==> config.mk <==
export PLATFORM = sky130hd
export DESIGN_NAME = tone_guard_validator
export DESIGN_NICKNAME = d
export VERILOG_FILES = /design/src/rtl/tgv_pkg.sv /design/src/rtl/tgv_sync.sv /design/src/rtl/tgv_down_counter.sv /design/src/rtl/tgv_guard_fsm.sv /design/src/rtl/tone_guard_validator.sv
export SDC_FILE = /design/constraint.sdc
export NUM_CORES = 1
export LEC_CHECK = 0
export BUFFER_PORTS_ARGS = -buffer_cell sky130_fd_sc_hd__clkbuf_2
export CORE_UTILIZATION = 60
export DETAILED_ROUTE_END_ITERATION = 12
export PLACE_DENSITY = 0.81
export SLEW_MARGIN = 20
export SYNTH_ARGS = -nofsm -noshare
export SYNTH_HDL_FRONTEND = slang
export SYNTH_SLANG_ARGS = --single-unit
==> constraint.sdc <==
create_clock -name clk_i -period 2.3 [get_ports clk_i]
set_input_delay 0.115 -clock clk_i [delete_from_list [all_inputs] [get_ports clk_i]]
set_output_delay 0.115 -clock clk_i [all_outputs]
set_load 0.05 [all_outputs]
==> src/rtl/tgv_pkg.sv <==
`timescale 1ns/1ps
package tgv_pkg;

   typedef enum logic [1:0] {
      ST_IDLE     = 2'd0,
      ST_QUAL_ON  = 2'd1,
      ST_HELD     = 2'd2,
      ST_QUAL_OFF = 2'd3
   } guard_state_e;

   function automatic int unsigned bits_for(input int unsigned value);
      return (value < 2) ? 1 : $clog2(value);
   endfunction

   function automatic int unsigned max_of(input int unsigned a, input int unsigned b);
      return (a > b) ? a : b;
   endfunction

endpackage

==> src/rtl/tgv_sync.sv <==
`timescale 1ns/1ps
module tgv_sync #(
   parameter int unsigned STAGES = 2
) (
   input  logic clk_i,
   input  logic rst_ni,
   input  logic d_i,
   output logic q_o
);

   logic [STAGES-1:0] chain_q;

   always_ff @(posedge clk_i or negedge rst_ni) begin
      if (!rst_ni) begin
         chain_q <= '0;
      end else begin
         chain_q[0] <= d_i;
         for (int i = 1; i < STAGES; i++) begin
            chain_q[i] <= chain_q[i-1];
         end
      end
   end

   assign q_o = chain_q[STAGES-1];

endmodule

==> src/rtl/tgv_down_counter.sv <==
`timescale 1ns/1ps
module tgv_down_counter #(
   parameter int unsigned WIDTH = 8
) (
   input  logic             clk_i,
   input  logic             rst_ni,
   input  logic             clr_i,
   input  logic             load_i,
   input  logic [WIDTH-1:0] load_val_i,
   input  logic             dec_i,
   output logic [WIDTH-1:0] cnt_o,
   output logic             zero_o
);

   logic [WIDTH-1:0] cnt_q;

   always_ff @(posedge clk_i or negedge rst_ni) begin
      if (!rst_ni) begin
         cnt_q <= '0;
      end else if (clr_i) begin
         cnt_q <= '0;
      end else if (load_i) begin
         cnt_q <= load_val_i;
      end else if (dec_i && (cnt_q != '0)) begin
         cnt_q <= cnt_q - WIDTH'(1);
      end
   end

   assign cnt_o  = cnt_q;
   assign zero_o = (cnt_q == '0);

endmodule

==> src/rtl/tgv_guard_fsm.sv <==
`timescale 1ns/1ps
module tgv_guard_fsm
   import tgv_pkg::*;
#(
   parameter int unsigned          WIDTH      = 8,
   parameter logic [WIDTH-1:0]     ON_RELOAD  = '0,
   parameter logic [WIDTH-1:0]     OFF_RELOAD = '0
) (
   input  logic             clk_i,
   input  logic             rst_ni,
   input  logic             pwrdn_i,
   input  logic             est_i,
   input  logic             cnt_zero_i,
   output logic             clr_o,
   output logic             load_o,
   output logic [WIDTH-1:0] load_val_o,
   output logic             dec_o,
   output logic             held_o,
   output logic             rise_o
);

   guard_state_e state_q, state_d;
   logic         rise_q;

   always_comb begin
      state_d    = state_q;
      clr_o      = 1'b0;
      load_o     = 1'b0;
      load_val_o = '0;
      dec_o      = 1'b0;
      if (pwrdn_i) begin
         state_d = ST_IDLE;
         clr_o   = 1'b1;
      end else begin
         unique case (state_q)
            ST_IDLE: begin
               if (est_i) begin
                  state_d    = ST_QUAL_ON;
                  load_o     = 1'b1;
                  load_val_o = ON_RELOAD;
               end
            end
            ST_QUAL_ON: begin
               if (!est_i) begin
                  state_d = ST_IDLE;
                  clr_o   = 1'b1;
               end else if (cnt_zero_i) begin
                  state_d = ST_HELD;
                  clr_o   = 1'b1;
               end else begin
                  dec_o = 1'b1;
               end
            end
            ST_HELD: begin
               if (!est_i) begin
                  state_d    = ST_QUAL_OFF;
                  load_o     = 1'b1;
                  load_val_o = OFF_RELOAD;
               end
            end
            ST_QUAL_OFF: begin
               if (est_i) begin
                  state_d = ST_HELD;
                  clr_o   = 1'b1;
               end else if (cnt_zero_i) begin
                  state_d = ST_IDLE;
                  clr_o   = 1'b1;
               end else begin
                  dec_o = 1'b1;
               end
            end
            default: begin
               state_d = ST_IDLE;
               clr_o   = 1'b1;
            end
         endcase
      end
   end

   always_ff @(posedge clk_i or negedge rst_ni) begin
      if (!rst_ni) begin
         state_q <= ST_IDLE;
         rise_q  <= 1'b0;
      end else begin
         state_q <= state_d;
         rise_q  <= (state_q == ST_QUAL_ON) && (state_d == ST_HELD);
      end
   end

   assign held_o = (state_q == ST_HELD) || (state_q == ST_QUAL_OFF);
   assign rise_o = rise_q;

endmodule

==> src/rtl/tone_guard_validator.sv <==
`timescale 1ns/1ps
module tone_guard_validator
   import tgv_pkg::*;
#(
   parameter int unsigned SYNC_STAGES    = 2,
   parameter int unsigned PRESENT_CYCLES = 167772,
   parameter int unsigned ABSENT_CYCLES  = 83886
) (
   input  logic clk_i,
   input  logic rst_ni,
   input  logic est_i,
   input  logic pwrdn_i,
   output logic steer_o,
   output logic rise_stb_o
);

   localparam int unsigned ON_W   = bits_for(PRESENT_CYCLES);
   localparam int unsigned OFF_W  = bits_for(ABSENT_CYCLES);
   localparam int unsigned CNT_W  = max_of(ON_W, OFF_W);
   localparam logic [CNT_W-1:0] ON_RELOAD  = CNT_W'(PRESENT_CYCLES - 2);
   localparam logic [CNT_W-1:0] OFF_RELOAD = CNT_W'(ABSENT_CYCLES - 2);

   if (PRESENT_CYCLES < 2) begin : g_bad_present
      $error("PRESENT_CYCLES must be at least 2");
   end
   if (ABSENT_CYCLES < 2) begin : g_bad_absent
      $error("ABSENT_CYCLES must be at least 2");
   end

   logic             est_sync;
   logic             cnt_clr;
   logic             cnt_load;
   logic [CNT_W-1:0] cnt_load_val;
   logic             cnt_dec;
   logic [CNT_W-1:0] cnt_q;
   logic             cnt_zero;
   logic             held;
   logic             rise;

   if (SYNC_STAGES == 0) begin : g_no_sync
      assign est_sync = est_i;
   end else begin : g_sync
      tgv_sync #(
         .STAGES (SYNC_STAGES)
      ) i_sync (
         .clk_i  (clk_i),
         .rst_ni (rst_ni),
         .d_i    (est_i),
         .q_o    (est_sync)
      );
   end

   tgv_down_counter #(
      .WIDTH (CNT_W)
   ) i_counter (
      .clk_i      (clk_i),
      .rst_ni     (rst_ni),
      .clr_i      (cnt_clr),
      .load_i     (cnt_load),
      .load_val_i (cnt_load_val),
      .dec_i      (cnt_dec),
      .cnt_o      (cnt_q),
      .zero_o     (cnt_zero)
   );

   tgv_guard_fsm #(
      .WIDTH      (CNT_W),
      .ON_RELOAD  (ON_RELOAD),
      .OFF_RELOAD (OFF_RELOAD)
   ) i_fsm (
      .clk_i      (clk_i),
      .rst_ni     (rst_ni),
      .pwrdn_i    (pwrdn_i),
      .est_i      (est_sync),
      .cnt_zero_i (cnt_zero),
      .clr_o      (cnt_clr),
      .load_o     (cnt_load),
      .load_val_o (cnt_load_val),
      .dec_o      (cnt_dec),
      .held_o     (held),
      .rise_o     (rise)
   );

   assign steer_o    = held & ~pwrdn_i;
   assign rise_stb_o = rise & ~pwrdn_i;

endmodule

Word-level counts from Yosys, hierarchy flattened:

Index checks and enable logic that the tools add are counted.
Widths: inputs -> output; s select.

* register bits after elaboration: 23

* reduce and logical (&&, ||, !) cells: 7
* muxes and demuxes: 29
* bitwise operators: 3
* eq/ne operators: 4
* $add $sub $neg: 1

Operator list (number)
* $mux 18: 5
* $pmux 18 s2: 1
* $logic_not 18->1: 1
* $reduce_bool 18->1: 1
* $sub 18x1->18 const B: 1
* $mux 17: 1
* $mux 2: 7
* $mux 1: 11
* $pmux 2 s4: 1
* $eq 2x2->1 const B: 3
* $pmux 1 s2: 3
* $reduce_bool 3->1: 1
* $and 1x1->1: 2
* $eq 2x1->1 const B: 1
* $logic_and 1x1->1: 2
* $logic_not 2->1: 1
* $logic_or 1x1->1: 1
* $not 1->1: 1

Depth between registers and ports, before layout:

Gate-level depths: netlist (run 1).

* depth in word-level cells: 9
* mapped depth: 10
* depth with buffers taken out: 9

Cells and area by module:

Synthesis (run 1) repeated with hierarchy kept, for this count alone.

* cells, all modules: 173
* area, all modules: 1579.0 µm²

By module, submodules not included
* tgv_down_counter: sequential area each 450.4 µm², times used 1, area each 1213.7 µm², cells an instance 134
* tgv_guard_fsm: sequential area each 75.1 µm², times used 1, area each 302.8 µm², cells an instance 35
* tgv_sync: sequential area each 50.0 µm², times used 1, area each 50.0 µm², cells an instance 2
* tone_guard_validator: sequential area each 0.0 µm², times used 1, area each 12.5 µm², cells an instance 2

Worst setup path before layout (run 1):

No wires, ideal clock.

* path type: register to register
* from: register i_counter.cnt_q[12], in the netlist i_counter.cnt_o[12]
* to: register i_counter.cnt_q[13], in the netlist i_counter.cnt_o[13]
* arrival: 2.020 ns
* library setup time: 0.137 ns
* data required time: 2.163 ns
* cell stages (with the launch flop): 10
* path slack: 0.142 ns
* path through: dfrtp_1 -> or3_1 -> buf_2 -> or4_4 -> or2_1 -> buf_6 -> nand2_8 -> inv_4 -> o2111ai_1 -> o311ai_1

* cells in the longest elaborated chain, start to end: 7

RTL lines
* start: declaration: RTL line tgv_down_counter.sv:15 `logic [WIDTH-1:0] cnt_q;`
* start signal: assignment: RTL line tgv_down_counter.sv:23 `cnt_q <= load_val_i;`
* start signal: assignment: RTL line tgv_down_counter.sv:25 `cnt_q <= cnt_q - WIDTH'(1);`
* parallel branches: the longest is 7 deep, another holds $sub 18x1->18

Several ways; the timed one is not identified. The select of a mux whose other input is x is not followed.
A chain may end at the register's enable or synchronous reset.

Final worst setup path (run 1):

Same ends and word-level chain as after synthesis.

==> results of run 1 <==
==> cell usage after synthesis (all sizes together) <==
cell type / instances / area [um^2]
a31oi: 5 / 31.3
o21a: 1 / 7.51
a21o: 4 / 30.0
mux2i: 1 / 10.0
nand3: 3 / 15.0
or4: 4 / 33.8
o2111ai: 1 / 8.76
o22ai: 2 / 12.5
clkbuf: 7 / 27.5
dfrtp: 23 / 576
ha: 1 / 12.5
nand4b: 1 / 8.76
o311a: 1 / 10.0
or3: 2 / 12.5
a22o: 1 / 8.76
o31ai: 2 / 15.0
nor4: 3 / 18.8
o311ai: 2 / 17.5
o31a: 3 / 26.3
nor2: 15 / 56.3
nor2b: 6 / 37.5
xnor2: 1 / 8.76
inv: 7 / 28.8
nand2b: 3 / 18.8
o211ai: 3 / 22.5
or2: 2 / 12.5
o41ai: 1 / 8.76
or4b: 1 / 10.0
nor3: 7 / 45.0
xor2: 2 / 17.5
nand4: 1 / 6.26
buf: 3 / 21.3
a21oi: 9 / 45.0
a221o: 1 / 10.0
o21ai: 13 / 65.1
nand2: 13 / 65.1
nand3b: 2 / 15.0
==> final cells by class <==
class                           instances  area share, %
Timing Repair Buffer                   19           8.87
Clock buffer                            3           1.48
Sequential cell                        23           37.8
Multi-Input combinational cell        117           47.5
Clock inverter                          1          0.328
Tap cell                               27           2.22
Inverter                                7           1.89
==> per-layer routing <==
metal | vias up | routed length, um
met2 | 46 | 1540
met5 | - | 0
met4 | 0 | 60
met3 | 6 | 173
met1 | 595 | 1430
li1 | 599 | -
==> flip-flops by register name (all words and copies together), names as in the netlist <==
register and cells:
i_counter.cnt_o 18, g_sync.i_sync.chain_q 2, i_fsm.state_q 2, i_fsm.rise_o 1
==> cell families after synthesis <==
kind of cell | share of synthesized area (%)
and+or+nand+nor | 25.8
AOI/OAI and AO/OA | 23.2
buffers and inverters | 5.64
muxes | 0.727
DFF | 41.8
adders and majority gates | 0.909
xor gates and xnor gates | 1.91
==> report_power, final <==
part	internal (W)	leakage [nW]	switching, W
sequential	0.000443	0.307	0.0000445
clock	0.0000651	0.0177	0.000123
combinational	0.000155	0.375	0.000216
total	0.000663	0.700	0.000384
==> path summary, 6_finish.rpt <==
kind                                     startpoint                       end  slack [ns]  cells past startpoint
hold / removal                              pwrdn_i       i_counter.cnt_o[10]        0.18                      2
setup reg to reg                i_counter.cnt_o[12]       i_counter.cnt_o[13]        0.08                      7
max in group asynchronous                    rst_ni        i_counter.cnt_o[7]        1.62                      2
setup / recovery                i_counter.cnt_o[12]       i_counter.cnt_o[13]        0.08                      7
min in group asynchronous                    rst_ni       i_counter.cnt_o[14]        0.31                      2
hold reg to reg            g_sync.i_sync.chain_q[0]  g_sync.i_sync.chain_q[1]        0.38                      0
==> per-stage QoR <==
stage          power, W  cell area (um^2)  util, %  worst slack [ns]  std cells
2_1_floorplan  0.000735              1380        -             0.142        157
3_3_place_gp   0.000844              1480     71.6             0.177        191
3_5_place_dp   0.000851              1480     71.6             0.115        191
4_1_cts         0.00104              1520     73.9            0.0831        197
5_1_grt         0.00111              1520     73.9           0.00777        197
6_report        0.00105              1520     73.9            0.0753        197
==> timing repair <==
action                                 4_1_cts  5_1_grt
setup endpoints to repair                    0        0
hold buffers                                 2        0
endpoints found under the hold margin       24        0
==> impl_metrics.ini, run 1 <==
[min_path]
hold_class = input pin to flip-flop

[sta]
hold_viol = 0
fin_tns_setup_ns = 0
rsz0062_at_grt = false
period_needed_ns = 2.22
skew_ns = 0.00255
finalCritPeriodShare_pct = 96.7
worst_slew_pin_slew_ns = 0.576
slew_violations = 0
hold_ws_ns = 0.179
timing.slew.headroom_pct = 61.6
max_freq_mhz = 449
setup_viol = 0

[detailed_routing]
post_drt_wl_per_cell_um = 16.2
dr_total_vias = 1246
drcViolationCount = 0
drtIter0Drc = 63
antenna_left = 0
routed_via_density = 6.32
drt_pass1_iterations = 5
finalWirelength_um = 3200

[clock_network]
cts_sinks = 23
clock-root-buffer = clkbuf_4
cts_made_buffers = 3
clk_pin_slew_ns = 0.12
postCtsSetupRepairBufs = 0
cts_resized = 0
clock_latency_ns = 0.31
clockBufferDepth = 2
cts_tree = done
htree_levels = 1

[synth]
yosysSeqAreaShare_pct = 41.8
avgSynthCellArea_um2 = 8.77
synth_cell_types = 45
synth_area_um2 = 1380
ys_ff_latch = 23
ys.warnings.count = 0
syn_inst = 157
synth_nets = 162

[global_routing]
grt-ovfl-total = 0
grt.met1_usage_pct = 40.5
grt_pass1_wl_um = 5640
grt_max_degree = 24
grtUsageMet2_pct = 49.5
met3_usage_pct = 4.01
antenna_found_initial = 0
grt_pass1_vias = 1222
grtUsageTotal_pct = 30.4
busiest_layer = met2

[cells_and_area]
fill_cells = 156
drive_gt1_share_pct = 16.5
diodes = 0
nets = 176
register_area_um2 = 576
final_common_cell = dfrtp_1
multi_input_area_um2 = 723
areaGrowthSynthToFinish_pct = 10.7
layout_common_cells = dfrtp_1, nor2_1, o21ai_0

[worst_setup_path]
cp_data_required_time_ns = 2.50
cp-end-kind = flip-flop
path_buf_inv = 1
worstSetupPathType = flip-flop to flip-flop
cp_cell_sequence = or3_1 -> or4_4 -> or2_1 -> nand2_8 -> inv_4 -> o2111ai_1 -> o311ai_1
slowest_stage = or4_4
worstPathMaxFanout = 6
critPathLaunchType = flip-flop
slowest_delay_ns = 0.51
arrival_ns = 2.42
crit_family = simple AND/OR/NAND/NOR gates

[power]
power_leakage_nw = 0.700
irDropWorstVdd_mv = 0.554
p_per_area_nw_per_um2 = 687

[placed_design]
gp_congestion = 0.950
port_buffers = 5
post-dp-hpwl_um = 2270

[outcome]
status = complete, no violations

[floorplan]
fp.coreArea_um2 = 2060
dieHeight_um = 49.9
die_width_um = 49.9
dieArea_um2 = 2490
pin_count = 6
rows = 16
start_util_pct = 66.7

[flow_run]
cap_violations = 0
(Power assumes the default switching activity.)
==> run 2: changes to the inputs <==
- CORE_UTILIZATION: 60 -> 64
- PLACE_DENSITY: 0.81 -> 0.85
- clock period: 2.3 -> 2.8 ns (I/O delays scaled with it)
==> run 2 against run 1 <==
Non-clock buffer count down 9. Largest power group unchanged. Utilization fell by 0.42 points. First-iteration DRC count rose by 1.6%. Via count fell by 3.9%.
==> impl_metrics.ini, run 2 (same netlist as run 1, synthesis figures left out) <==
[sta]
fin_tns_setup_ns = 0
max_freq_mhz = 423
setup_viol = 0
hold_viol = 0
period_needed_ns = 2.37
rsz0062_at_grt = false
worst_slew_pin_slew_ns = 0.644
timing.slew.headroom_pct = 56.7
slew_violations = 0
skew_ns = 0.0171
finalCritPeriodShare_pct = 84.5

[detailed_routing]
routed_via_density = 6.37
dr_total_vias = 1197
drt_pass1_iterations = 4
drtIter0Drc = 64
drcViolationCount = 0
post_drt_wl_per_cell_um = 15.7
finalWirelength_um = 2950
antenna_left = 0

[power]
power_leakage_nw = 0.657
irDropWorstVdd_mv = 0.411
p_per_area_nw_per_um2 = 567

[worst_setup_path]
regToRegSetupSlack_ns = 0.43
slowest_delay_ns = 0.54
r2r_cells = 7
cp_num_cells = 7
path_buf_inv = 1
slowest_stage = or4_4
regToRegEndpoint = i_counter.cnt_o[13]
cp-end-kind = flip-flop
arrival_ns = 2.58
worstSetupPathType = flip-flop to flip-flop
reg2reg_from = i_counter.cnt_o[12]
worstPathMaxFanout = 8
cp_cell_sequence = or3_1 -> or4_4 -> or2_1 -> nand2_8 -> inv_4 -> o2111ai_1 -> o311ai_1
critPathLaunchType = flip-flop
crit_family = simple AND/OR/NAND/NOR gates
cp_data_required_time_ns = 3.01

[cells_and_area]
nets = 167
multi_input_area_um2 = 723
final_common_cell = dfrtp_1
drive_gt1_share_pct = 11.8
register_area_um2 = 576
final_core_util_pct = 73.5
layout_common_cells = dfrtp_1, nor2_1, o21ai_0
fill_cells = 135
largest_register_ffs = 18
areaGrowthSynthToFinish_pct = 5.82
diodes = 0

[placed_design]
post-dp-hpwl_um = 2140
gp_congestion = 0.915
port_buffers = 5

[outcome]
status = complete, no violations

[global_routing]
grt-ovfl-total = 0
grtUsageTotal_pct = 27.9
antenna_found_initial = 0
grt_pass1_wl_um = 5000
grt_pass1_vias = 1132
grt_max_degree = 24

[min_path]
holdPathEnd = i_counter.cnt_o[3]
hp-start = pwrdn_i
hold-path-cell-count = 2
hold_class = input pin to flip-flop

[clock_network]
clock_latency_ns = 0.33
clockBufferDepth = 2
postCtsSetupRepairBufs = 0
cts_made_buffers = 3
clk_pin_slew_ns = 0.14
htree_levels = 1
cts_sinks = 23
clock-root-buffer = clkbuf_4
cts_resized = 0
cts_tree = done

[floorplan]
die_width_um = 48.4
dieArea_um2 = 2340
rows = 16
fp.coreArea_um2 = 1980
pin_count = 6
dieHeight_um = 48.4
start_util_pct = 69.4

[flow_run]
cap_violations = 0
run 2: cell types whose count changed in the layout (fill, tap and decap cells not counted), sizes merged:
cell,before,now
buf,12,3
run 2: timing repair:
action / CTS / global route
hold buffers: 2 / 0
hold endpoints to repair: 24 / 0
setup endpoints to repair: 0 / 0
run 2: how the worst max path moves through the flow:
| stage | from | endpoint | slack, ns |
|---|---|---|---|
| after floorplan | i_counter.cnt_o[12] | i_counter.cnt_o[13] | 0.64 |
| after global placement | i_counter.cnt_o[12] | i_counter.cnt_o[9] | 0.54 |
| after detailed placement | i_counter.cnt_o[12] | i_counter.cnt_o[13] | 0.49 |
| after CTS | i_counter.cnt_o[12] | i_counter.cnt_o[13] | 0.46 |
| after global routing | i_counter.cnt_o[0] | i_counter.cnt_o[13] | 0.32 |
| final | i_counter.cnt_o[12] | i_counter.cnt_o[13] | 0.43 |
run 2: layer usage:
layer  track usage (%)  share of wire [%]  vias to the layer above
li1                  -                  -                      580
met1              36.6                 43                      539
met2              44.4                 46                       67
met3              5.97                7.8                       11
met4              12.7                2.6                        0
met5                 0                  0                        -
run 2: power breakdown:
part | switching [W] | internal (W)
Clock | 0.000104 | 0.0000536
Sequential | 0.0000411 | 0.000364
Combinational | 0.000160 | 0.000102
Total | 0.000306 | 0.000519
run 2: final cells by class:
cell class              count  share of cell area (%)
well taps                  27                    2.32
clock buffers               3                    1.55
repair buffers             10                    4.64
clock inverters             1                   0.344
flip-flops and latches     23                    39.5
multi-input cells         117                    49.7
inverters                   7                    1.98
run 2: through the flow:
stage          setup WS (ns)  instances  power, W  cell area [um^2]  hold slack, ns
2_1_floorplan          0.642        157  0.000604              1380          -0.156
6_report               0.435        188  0.000825              1460           0.217
3_5_place_dp           0.489        182  0.000665              1410           0.149
3_3_place_gp           0.543        182  0.000659              1410           0.144
4_1_cts                0.455        188  0.000818              1460           0.219
5_1_grt                0.317        188  0.000871              1460           0.263
==> run 3: changes to the inputs <==
- CORE_UTILIZATION: 64 -> 60
- PLACE_DENSITY: 0.85 -> 0.81
- clock period: 2.8 -> 2.41 ns (I/O delays scaled with it)
==> run 3 against run 2 <==
Utilization fell by 0.55 points. Clock power rose by 19%. First-iteration DRC count rose by 3.1%. Die area rose by 6.4%. Sequential power is 16% higher. Non-clock buffer count rose by 6. Via count increased by 8.0%. Hold slack worse by 0.027 ns. Critical path depth did not move. Combinational power rose by 29%. Routed wire length up 9.2%. Critical endpoint unchanged. Largest cell class unchanged.
==> impl_metrics.ini, run 3 (same netlist as run 1, synthesis figures left out) <==
[cells_and_area]
register_area_um2 = 576
drive_gt1_share_pct = 15.0
final_core_util_pct = 72.9
diodes = 0
areaGrowthSynthToFinish_pct = 9.27
multi_input_area_um2 = 723
nets = 173
layout_common_cells = dfrtp_1, nor2_1, o21ai_0
fill_cells = 167
final_common_cell = dfrtp_1
largest_register_ffs = 18

[floorplan]
rows = 16
pin_count = 6
dieArea_um2 = 2490
dieHeight_um = 49.9
die_width_um = 49.9
start_util_pct = 66.7
fp.coreArea_um2 = 2060

[outcome]
status = complete, no violations

[clock_network]
cts_made_buffers = 3
cts_sinks = 23
htree_levels = 1
cts_tree = done
hold_buffers = 2
clk_pin_slew_ns = 0.14
postCtsSetupRepairBufs = 0
clockBufferDepth = 2
cts_resized = 0
clock_latency_ns = 0.34
clock-root-buffer = clkbuf_4

[worst_setup_path]
cp_data_required_time_ns = 2.63
arrival_ns = 2.45
cp-end-kind = flip-flop
worstSetupPathType = flip-flop to flip-flop
crit_family = simple AND/OR/NAND/NOR gates
slowest_delay_ns = 0.51
critPathLaunchType = flip-flop
worstPathMaxFanout = 6
path_buf_inv = 1
cp_cell_sequence = or3_1 -> or4_4 -> or2_1 -> nand2_8 -> inv_4 -> o2111ai_1 -> o311ai_1
slowest_stage = or4_4

[detailed_routing]
drt_pass1_iterations = 5
dr_total_vias = 1293
drtIter0Drc = 66
routed_via_density = 6.66
drcViolationCount = 0
post_drt_wl_per_cell_um = 16.6
antenna_left = 0
finalWirelength_um = 3220

[sta]
max_freq_mhz = 449
setup_viol = 0
slew_violations = 0
worst_slew_pin_slew_ns = 0.726
rsz0062_at_grt = false
hold_viol = 0
timing.slew.headroom_pct = 51.2
fin_tns_setup_ns = 0
finalCritPeriodShare_pct = 92.5
skew_ns = 0.0185
period_needed_ns = 2.23

[global_routing]
grt_pass1_wl_um = 5380
antenna_found_initial = 0
grt_max_degree = 24
grt_pass1_vias = 1142
grtUsageTotal_pct = 29.9
grt-ovfl-total = 0

[placed_design]
port_buffers = 5
post-dp-hpwl_um = 2220
gp_congestion = 0.940

[flow_run]
cap_violations = 0

[power]
p_per_area_nw_per_um2 = 661
power_leakage_nw = 0.681
irDropWorstVdd_mv = 0.564

[min_path]
hold_class = input pin to flip-flop
run 3: cell types whose count changed in the layout (fill, tap and decap cells not counted), sizes merged:
cell / previous run / this run
buf: 3 / 9
clkinvlp: 0 / 1
clkinv: 1 / 0
run 3: layer usage:
layer,share of wire (%),up-vias,track usage (%),wire [um]
li1,-,596,-,-
met4,4.2,0,15.2,136
met5,0,-,0,0
met1,42,584,38.5,1360
met3,9.5,25,7.72,307
met2,44,88,46.2,1420
run 3: final timing paths:
kind | start | endpoint | slack, ns | depth (start not counted)
min | pwrdn_i | i_counter.cnt_o[12] | 0.19 | 2
min in group asynchronous | rst_ni | i_fsm.rise_o | 0.27 | 2
max | i_counter.cnt_o[12] | i_counter.cnt_o[13] | 0.18 | 7
max reg2reg | i_counter.cnt_o[12] | i_counter.cnt_o[13] | 0.18 | 7
min reg2reg | g_sync.i_sync.chain_q[0] | g_sync.i_sync.chain_q[1] | 0.37 | 0
max in group asynchronous | rst_ni | i_counter.cnt_o[2] | 1.75 | 2
run 3: area by class of cell:
cell class / instances / share of cell area (%)
clock buffer: 3 / 1.50
multi-input combinational: 117 / 48.1
timing repair buffer: 16 / 7.49
inverter: 7 / 1.91
sequential: 23 / 38.3
clock inverter: 1 / 0.499
tap: 27 / 2.25
run 3: where the power goes:
group	switching (W)	leakage, nW	internal (W)
Sequential	0.0000470	0.307	0.000422
Combinational	0.000198	0.360	0.000140
Clock	0.000124	0.0139	0.0000638
run 3: worst reg2reg max path: cells and delay by family, from the launching register on:
kind,cells,cell delay (ns)
compound gates,2,0.23
buf+inv,1,0.04
flops,1,0.45
simple gates,4,1.40
run 3: through the flow:
| stage | power [W] | std cells | area (um^2) | hold slack (ns) | worst slack (ns) |
|---|---|---|---|---|---|
| finish | 0.000995 | 194 | 1500 | 0.191 | 0.180 |
| global route | 0.00106 | 194 | 1500 | 0.206 | 0.0677 |
| CTS | 0.000981 | 194 | 1500 | 0.183 | 0.191 |
| detailed placement | 0.000799 | 188 | 1450 | 0.133 | 0.214 |
| global placement | 0.000791 | 188 | 1450 | 0.127 | 0.288 |
| floorplan | 0.000702 | 157 | 1380 | -0.175 | 0.252 |
